File: src/rtl/xs6_pkg.sv
package xs6_pkg;

    localparam int DIGIT_W = 4;
    localparam logic [DIGIT_W-1:0] XS_BIAS = 4'd6;
    localparam logic [DIGIT_W-1:0] DEC_MAX = 4'd9;

    typedef logic [DIGIT_W-1:0] digit_t;

    typedef struct packed {
        logic   carry;
        digit_t val;
    } digit_res_t;

    function automatic digit_t bias_up(digit_t d);
        return d + XS_BIAS;
    endfunction

    function automatic digit_t bias_down(digit_t d);
        return d - XS_BIAS;
    endfunction

    function automatic logic is_dec(digit_t d);
        return d <= DEC_MAX;
    endfunction

    function automatic int pow10(int n);
        int p;
        p = 1;
        for (int i = 0; i < n; i++) p = p * 10;
        return p;
    endfunction

endpackage

File: src/rtl/xs6_pre.sv
module xs6_pre
    import xs6_pkg::*;
#(
    parameter int NDIGITS = 2,
    localparam int W = NDIGITS * DIGIT_W
) (
    input  logic [W-1:0] opnd,
    output logic [W-1:0] biased
);
    for (genvar g = 0; g < NDIGITS; g++) begin : g_dig
        // each digit biased on its own; no carry leaves the slice
        assign biased[g*DIGIT_W +: DIGIT_W] = bias_up(opnd[g*DIGIT_W +: DIGIT_W]);
    end
endmodule

File: src/rtl/xs6_binadd.sv
module xs6_binadd
    import xs6_pkg::*;
#(
    parameter int NDIGITS = 2,
    localparam int W = NDIGITS * DIGIT_W
) (
    input  logic [W-1:0]       x,
    input  logic [W-1:0]       y,
    input  logic               cin,
    output logic [W-1:0]       raw,
    output logic [NDIGITS-1:0] dcarry
);
    logic [NDIGITS:0] chain;
    assign chain[0] = cin;

    for (genvar g = 0; g < NDIGITS; g++) begin : g_dig
        digit_res_t r;
        assign r = {1'b0, x[g*DIGIT_W +: DIGIT_W]}
                 + {1'b0, y[g*DIGIT_W +: DIGIT_W]}
                 + {4'd0, chain[g]};
        assign raw[g*DIGIT_W +: DIGIT_W] = r.val;
        assign dcarry[g]  = r.carry;
        assign chain[g+1] = r.carry;
    end
endmodule

File: src/rtl/xs6_post.sv
module xs6_post
    import xs6_pkg::*;
#(
    parameter int NDIGITS = 2,
    localparam int W = NDIGITS * DIGIT_W
) (
    input  logic [W-1:0]       raw,
    input  logic [NDIGITS-1:0] dcarry,
    output logic [W-1:0]       fixed
);
    for (genvar g = 0; g < NDIGITS; g++) begin : g_dig
        digit_t d;
        assign d = raw[g*DIGIT_W +: DIGIT_W];
        // subtraction wraps inside the digit, no borrow to the neighbour
        assign fixed[g*DIGIT_W +: DIGIT_W] = dcarry[g] ? d : bias_down(d);
    end
endmodule

File: src/rtl/xs6_bcd_adder.sv
module xs6_bcd_adder
    import xs6_pkg::*;
#(
    parameter int NDIGITS = 2,
    localparam int W = NDIGITS * DIGIT_W
) (
    input  logic [W-1:0] opa,
    input  logic [W-1:0] opb,
    input  logic         cin,
    output logic [W-1:0] sum,
    output logic         cout
);
    localparam int MODULUS = pow10(NDIGITS);

    logic [W-1:0]       a_biased;
    logic [W-1:0]       raw;
    logic [NDIGITS-1:0] dcarry;

    xs6_pre #(.NDIGITS(NDIGITS)) u_pre (
        .opnd   (opa),
        .biased (a_biased)
    );

    xs6_binadd #(.NDIGITS(NDIGITS)) u_add (
        .x      (a_biased),
        .y      (opb),
        .cin    (cin),
        .raw    (raw),
        .dcarry (dcarry)
    );

    xs6_post #(.NDIGITS(NDIGITS)) u_post (
        .raw    (raw),
        .dcarry (dcarry),
        .fixed  (sum)
    );

    assign cout = dcarry[NDIGITS-1];

    // decimal cross-checks of the assembled datapath
    always_comb begin
        logic in_ok;
        logic out_ok;
        logic floor_ok;
        int   va, vb, vs, wt, tot, lo;
        in_ok    = 1'b1;
        out_ok   = 1'b1;
        floor_ok = 1'b1;
        va = 0; vb = 0; vs = 0; wt = 1;
        for (int i = 0; i < NDIGITS; i++) begin
            in_ok  = in_ok & is_dec(opa[i*DIGIT_W +: DIGIT_W]) & is_dec(opb[i*DIGIT_W +: DIGIT_W]);
            out_ok = out_ok & is_dec(sum[i*DIGIT_W +: DIGIT_W]);
            if (!dcarry[i] && raw[i*DIGIT_W +: DIGIT_W] < XS_BIAS) floor_ok = 1'b0;
            va = va + wt * int'(opa[i*DIGIT_W +: DIGIT_W]);
            vb = vb + wt * int'(opb[i*DIGIT_W +: DIGIT_W]);
            vs = vs + wt * int'(sum[i*DIGIT_W +: DIGIT_W]);
            wt = wt * 10;
        end
        tot = va + vb + int'(cin);
        lo  = (int'(opa[DIGIT_W-1:0]) + int'(opb[DIGIT_W-1:0]) + int'(cin)) % 10;
        if (in_ok) begin
            p_digit_range_r7: assert (out_ok)
                else $error("R7: sum digit above nine");
            p_low_digit_r1: assert (int'(sum[DIGIT_W-1:0]) == lo)
                else $error("R1: low digit wrong");
            p_sum_value_r2: assert (vs == tot % MODULUS)
                else $error("R2: sum value wrong");
            p_carry_out_r3: assert (cout == (tot >= MODULUS))
                else $error("R3: decimal carry wrong");
            p_no_borrow_r6: assert (floor_ok)
                else $error("R6: uncarried raw digit below bias");
        end
    end

endmodule

File: config.mk
export PLATFORM = sky130hd
export DESIGN_NAME = xs6_bcd_adder
export DESIGN_NICKNAME = d
export VERILOG_FILES = /design/src/rtl/xs6_pkg.sv /design/src/rtl/xs6_pre.sv /design/src/rtl/xs6_binadd.sv /design/src/rtl/xs6_post.sv /design/src/rtl/xs6_bcd_adder.sv
export SDC_FILE = /design/constraint.sdc
export NUM_CORES = 1
export LEC_CHECK = 0
export CORE_AREA = 2 2 39 41
export DETAILED_ROUTE_END_ITERATION = 10
export DIE_AREA = 0 0 41 43
export GPL_TIMING_DRIVEN = 0
export PLACE_DENSITY = 0.72
export SYNTH_ARGS = -nofsm -noshare
export SYNTH_HDL_FRONTEND = slang
export SYNTH_SLANG_ARGS = --single-unit
File: constraint.sdc
create_clock -name vclk -period 4.75
set_input_delay 0.95 -clock vclk [all_inputs]
set_output_delay 0.95 -clock vclk [all_outputs]
set_load 0.01 [all_outputs]
Word level (Yosys, flattened, before mapping) --
Cells that the tools add are included. Widths: inputs -> output; s select.
Operators by class: $add $sub $neg 8, mux-type cells 2
Operator list (number):
- $add 4x4->5 | 2
- $add 5x1->5 | 2
- $add 4x3->4 const B | 2
- $mux 4 | 2
- $sub 4x3->4 const B | 2
Word-level totals: register bits 0, input port bits 17, output and inout bits 9, word-level logic and storage cells 10

Depth between registers and ports, before layout --
Gate-level depths: netlist (run 1).
depth after elaboration 6, mapped depth 13, depth with buffers taken out 13

Hierarchy --
Synthesis (run 1) repeated with hierarchy kept, for this count alone.
Unflattened totals: cell total of the unflattened synthesis 57, area, all modules 480.5 um^2
By module, submodules not included:
- xs6_binadd | instances 1, cells each 33, area an instance 287.8 um^2, seq. area each 0.0 um^2
- xs6_post | instances 1, cells each 12, area an instance 112.6 um^2, seq. area each 0.0 um^2
- xs6_pre | instances 1, cells each 12, area an instance 80.1 um^2, seq. area each 0.0 um^2

Worst setup path before layout (run 1) --
OpenSTA, ideal clock, no wires.
path kind input to output, from input opa[1], to output sum[7], arrival time 3.486 ns, data required time 3.800 ns, path slack 0.314 ns, cell stages on the path 13, path buffers 0, path through inv_1 ha_1 inv_1 ha_1 a21o_2 a21oi_4 fa_1 inv_1 fa_1 xor2_1 ha_1 a211oi_2 xor3_1
On the way: word-level cells in the longest chain between the ends 6
RTL lines:
- start: declaration | line xs6_bcd_adder.sv:7 | input logic [W-1:0] opa,
- $add 4x3->4 (*) | line xs6_pkg.sv:15 | return d + XS_BIAS;
- $add 4x4->5 (*) | line xs6_binadd.sv:19 | + {1'b0, y[g*DIGIT_W +: DIGIT_W]}
- $add 5x1->5 (*) (2 in series) | line xs6_binadd.sv:20 | + {4'd0, chain[g]};
- $sub 4x3->4 | line xs6_pkg.sv:19 | return d - XS_BIAS;
- $mux 4 (*) | line xs6_post.sv:15 | assign fixed[g*DIGIT_W +: DIGIT_W] = dcarry[g] ? d : bias_down(d);
- end: declaration | line xs6_bcd_adder.sv:10 | output logic [W-1:0] sum,
Every way passes the cells marked *; elsewhere a longest branch is shown, timed or not.

Worst setup path in the final report (run 1) --
from input opb[1], to output sum[7]
On the way: word-level cells in the longest chain between the ends 5
RTL lines:
- start: declaration | line xs6_bcd_adder.sv:8 | input logic [W-1:0] opb,
- $add 4x4->5 (*) | line xs6_binadd.sv:19
- $add 5x1->5 (*) (2 in series) | line xs6_binadd.sv:20
- $sub 4x3->4 | line xs6_pkg.sv:19
- $mux 4 (*) | line xs6_post.sv:15
Marked as above.

==> run_results.csv, run 1 <==
group,metric,value,unit
global_routing,grt_util_met2,0.259,
timing,fin_hold_ws,2.81,ns
yosys,synth_warnings,0,
setup_path,cp-start-kind,"primary input",
min_path,min-delay-path-class,"primary input to output port",
die,initial_core_util,0.347,
power,ir_drop,0.117,mV
drt,dr.first_iter.drc_count,0,
yosys,synth-seq-area-share,0,
place,dp_slack,-0.775,ns
timing,fin_ws,0.133,ns
global_routing,grtUsageTotal,0.126,
global_routing,gr-total-overflow,0,
die,die_h,43,µm
setup_path,critPathMaxFanout,2,
die,core,1380,µm²
setup_path,cp-end-kind,"output port",
flow_run,drv_cap,0,
global_routing,grt_max_degree,5,
drt,wirelength,1.01,mm
cells_and_area,n_antenna_cell,0,
global_routing,grt_pass1_wl,1.61,mm
min_path,worstHoldPathCells,5,
cells_and_area,clock_buffers,0,
timing,max_slew_margin,0.798,
global_routing,use_met1,0.135,
drt,vias,447,
setup_path,critPathLaunch,"opb[1]",
cells_and_area,seq_cell_count,0,
timing,setup_violations,0,
timing,report.final.slew_viol_count,0,
global_routing,antenna_found_initial,0,
drt,antenna_left,0,
power,pwr_density_cell,224,nW/µm²
die,die_area,1760,µm²
place,routabilityCongestion,0.590,
global_routing,grt_util_met3,0.00524,
timing,period_share,0.972,
place,port_buffers,26,
setup_path,path_class,"primary input to output port",
yosys,synthCells,51,
drt,viasPerCell,4.52,
cells_and_area,regArea,0,µm²
yosys,netlist_area,480,µm²
cells_and_area,drive_gt1_frac,0.386,
drt,routedWlPerCell,10.2,µm
global_routing,grt_pass1_vias,457,
drt,drc_errors,0,
power,p_leak,0.416,nW
setup_path,arrival,3.67,ns
yosys,syn_nets,82,
global_routing,busiest_layer,"met2",
place,placedCellCount,93,
die,die_w,41,µm
yosys,synth.distinct_cells,17,
die,rows,14,
min_path,min_to,"sum[0]",
drt,first_pass_iters,1,
status,outcome,"finished, final reports clean",
cells_and_area,nets,116,
cells_and_area,utilization,0.605,
timing,tightestPinTransition,0.300,ns
timing,clock.fmax,0.217,GHz
place,dpl.hpwl,879,µm
cells_and_area,fin_cells,99,
min_path,hold_start,"opb[0]",
timing,rsz0062_at_grt,"false",
timing,final-hold-violation-count,0,
die,num_io_pins,26,
timing,min_period,4.62,ns
cells_and_area,area_growth,74.2,%
setup_path,crit_required,3.80,ns
cts,cts_hold_buf,0,
yosys,synth_area_per_cell,9.42,µm²
==> through the flow <==
| stage | total power, W | instance area (µm²) | setup TNS, ns |
|---|---|---|---|
| finish | 0.000188 | 837 | 0 |
| global route | 0.000206 | 837 | 0 |
| CTS | 0.000193 | 843 | 0 |
| detailed placement | 0.000183 | 761 | -2.54 |
| global placement | 0.000181 | 761 | -2.38 |
| floorplan | 0.000101 | 480 | 0 |
==> per-layer routing <==
metal / wire length [µm] / vias to the layer above / share of wire
li1: - / 228 / -
met1: 365 / 198 / 0.36
met2: 544 / 21 / 0.54
met3: 101 / 0 / 0.10
met4: 0 / 0 / 0
met5: 0 / - / 0
==> worst max-delay path, stage by stage <==
cell	delay (ns)
clkdlybuf4s50_1	0.46
fa_2	0.39
a21o_4	0.24
a21oi_4	0.13
fa_2	0.22
inv_2	0.04
fa_2	0.36
xor2_2	0.16
ha_2	0.18
a211oi_2	0.15
xor3_1	0.23
buf_2	0.15
==> cells by family after synthesis <==
logic type,count (synthesis),share of synthesized area
buf+inv,16,0.125
fa+ha+maj,14,0.427
simple gates,1,0.00781
compound gates,10,0.187
xor+xnor,8,0.206
mux,2,0.0469
==> synthesized netlist by cell type, drive strengths merged <==
cell type / count / share of area
xnor3: 1 / 0.047
xor3: 1 / 0.049
mux2: 2 / 0.047
xor2: 4 / 0.073
o21ai: 1 / 0.010
a21oi: 3 / 0.063
a211oi: 2 / 0.052
inv: 16 / 0.13
nand2: 1 / 0.0078
ha: 10 / 0.26
xnor2: 2 / 0.036
a21o: 3 / 0.049
fa: 4 / 0.17
a31oi: 1 / 0.013
==> worst max path at each step <==
stage              to
3_5_place_dp   sum[7]
3_3_place_gp   sum[7]
4_1_cts        sum[7]
2_1_floorplan  sum[7]
5_1_grt        sum[7]
6_report       sum[7]
==> where the power goes <==
| group | internal [W] | switching (W) | total, W |
|---|---|---|---|
| clock network | 0 | 0 | 0 |
| logic | 0.000111 | 0.0000766 | 0.000188 |
| registers | 0 | 0 | 0 |
| total | 0.000111 | 0.0000766 | 0.000188 |
==> what timing repair did <==
action                                  4_1_cts  5_1_grt
gates resized for setup                      36        1
pin swaps                                    10        4
setup buffers                                 6        0
endpoints found under the setup margin        4        3
==> cell type report <==
| cell class | count | area [µm²] |
|---|---|---|
| Tap cell | 16 | 20.0 |
| Fill cell | 122 | 547 |
| Inverter | 16 | 60.1 |
| Multi-Input combinational cell | 35 | 472 |
| Timing Repair Buffer | 32 | 285 |
==> layout by cell type (no fill, tap or decap), types with 2 or more instances in the layout <==
cell / instances
fa_2: 4
xor2_1: 3
a21o_1: 2
a211oi_2: 2
xnor2_1: 2
clkdlybuf4s15_1: 2
ha_1: 7
buf_4: 6
inv_2: 8
mux2_2: 2
buf_2: 3
inv_1: 8
dlygate4sd2_1: 4
clkdlybuf4s50_1: 17
ha_4: 2
Note: power is estimated with default switching activity, not from simulation.
==> inputs of run 2 (changes only) <==
- RECOVER_POWER: not set -> 100
==> run 2 against run 1 <==
Compared with the run above: wire length is 0.30% lower; total power decreased by 4.2%; largest cell class unchanged; non-clock buffer count unchanged; via count down 0.22%; first-iteration DRC count unchanged; global-route usage is the same; core utilization fell by 0.45 points; largest power group unchanged; cell area down 0.75%; worst setup slack got worse by 0.00078 ns; hold slack gained 0.077 ns; final cell count is the same.
==> run_results.csv, run 2 (synthesized netlist as in run 1, its figures left out) <==
group,metric,value,unit
die,die_h,43,µm
setup_path,cpMostUsedCell,"fa_2",
timing,final-hold-violation-count,0,
power,p_total,0.000180,W
cells_and_area,regArea,0,µm²
cells_and_area,nets,116,
cells_and_area,seq_cell_count,0,
setup_path,critPathSlowestCell,"clkdlybuf4s50_1",
timing,rsz0062_at_grt,"false",
setup_path,critPathLaunch,"opb[1]",
timing,report.final.slew_viol_count,0,
drt,routedWlPerCell,10.2,µm
power,pwr_density_cell,216,nW/µm²
drt,antenna_left,0,
place,placedCellCount,93,
cells_and_area,final_cell_mix,"clkdlybuf4s50_1 (12), inv_1 (8), inv_2 (8)",
drt,dr.first_iter.drc_count,0,
drt,vias,446,
cells_and_area,n_fill_cell,125,
cells_and_area,drive_gt1_frac,0.361,
setup_path,crit_required,3.80,ns
setup_path,cp_slowest_stage_delay,0.46,ns
drt,first_pass_iters,1,
global_routing,grtUsageTotal,0.126,
timing,clock.fmax,0.217,GHz
cells_and_area,clock_buffers,0,
setup_path,critPathMaxFanout,2,
die,die_w,41,µm
die,core,1380,µm²
timing,setup_violations,0,
die,rows,14,
cells_and_area,fin_cells,99,
global_routing,grt_util_met2,0.259,
die,num_io_pins,26,
cells_and_area,area_growth,72.9,%
die,die_area,1760,µm²
setup_path,arrival,3.67,ns
place,port_buffers,26,
setup_path,path_class,"primary input to output port",
global_routing,grt_pass1_wl,1.61,mm
global_routing,busiest_layer,"met2",
global_routing,grt_max_degree,5,
status,outcome,"finished, final reports clean",
timing,min_period,4.62,ns
place,routabilityCongestion,0.590,
cells_and_area,mostFrequentLayoutCell,"clkdlybuf4s50_1",
timing,totalNegativeSetupSlack,0,ns
setup_path,cp-end-kind,"output port",
setup_path,cp_cell_sequence,"clkdlybuf4s50_1, fa_2, a21o_4, a21oi_4, fa_1, inv_2, fa_2, a21o_1, a21oi_1, mux2_2, buf_2",
place,dpl.hpwl,879,µm
flow_run,drv_cap,0,
cells_and_area,n_antenna_cell,0,
power,p_leak,0.418,nW
setup_path,cp-endpoint,"sum[6]",
timing,period_share,0.972,
global_routing,gr-total-overflow,0,
global_routing,use_met1,0.135,
drt,wirelength,1.01,mm
die,initial_core_util,0.347,
drt,drc_errors,0,
timing,max_slew_margin,0.795,
timing,tightestPinTransition,0.305,ns
power,ir_drop,0.113,mV
global_routing,grt_util_met3,0.00524,
global_routing,antenna_found_initial,0,
global_routing,grt_pass1_vias,457,
setup_path,cp-start-kind,"primary input",
min_path,min-delay-path-class,"primary input to output port",
drt,viasPerCell,4.51,
-- run 2: layer usage --
layer	wire length [µm]	vias up
li1	-	228
met1	363	197
met2	543	21
met3	101	0
met4	0	0
met5	0	-
-- run 2: stage by stage --
step                      worst slack (ns)  hold WS [ns]  area [µm²]  utilization
final                                0.132          2.89         831        0.600
after global placement              -0.733          3.01         761        0.550
after detailed placement            -0.775          3.03         761        0.550
after CTS                          0.00206          2.82         843        0.609
after global routing               0.00551          2.95         831        0.600
after floorplan                      0.314          2.15         480            -
-- run 2: worst max-delay path: cells and delay by family --
family,cells,cell delay (ns)
AO/OA/AOI/OAI,4,0.75
multiplexers,1,0.35
adder cells (fa/ha/maj),3,0.97
buffers and inverters,3,0.64
-- run 2: area by class of cell --
type               count  area (µm²)  share of cell area
multi-input cells     35         465               0.560
repair buffers        32         285               0.343
inverters             16        60.1              0.0723
well taps             16        20.0              0.0241
-- run 2: worst min-delay path by stage --
| stage | from | endpoint | cells after the start |
|---|---|---|---|
| after floorplan | cin | sum[0] | 3 |
| after CTS | opb[0] | sum[0] | 5 |
| final | opb[7] | sum[7] | 5 |
| after detailed placement | cin | sum[0] | 5 |
| after global routing | opb[7] | sum[7] | 5 |
| after global placement | cin | sum[0] | 5 |
-- run 2: where the power goes --
part,switching [W],internal [W],total (W)
registers,0,0,0
logic,0.0000751,0.000105,0.000180
clock network,0,0,0
total,0.0000751,0.000105,0.000180
-- run 2: timing repair --
action,CTS,global route
setup buffers,6,0
pin swaps,10,4
endpoints found under the setup margin,4,3
gates resized for setup,36,1
hold buffers,0,0
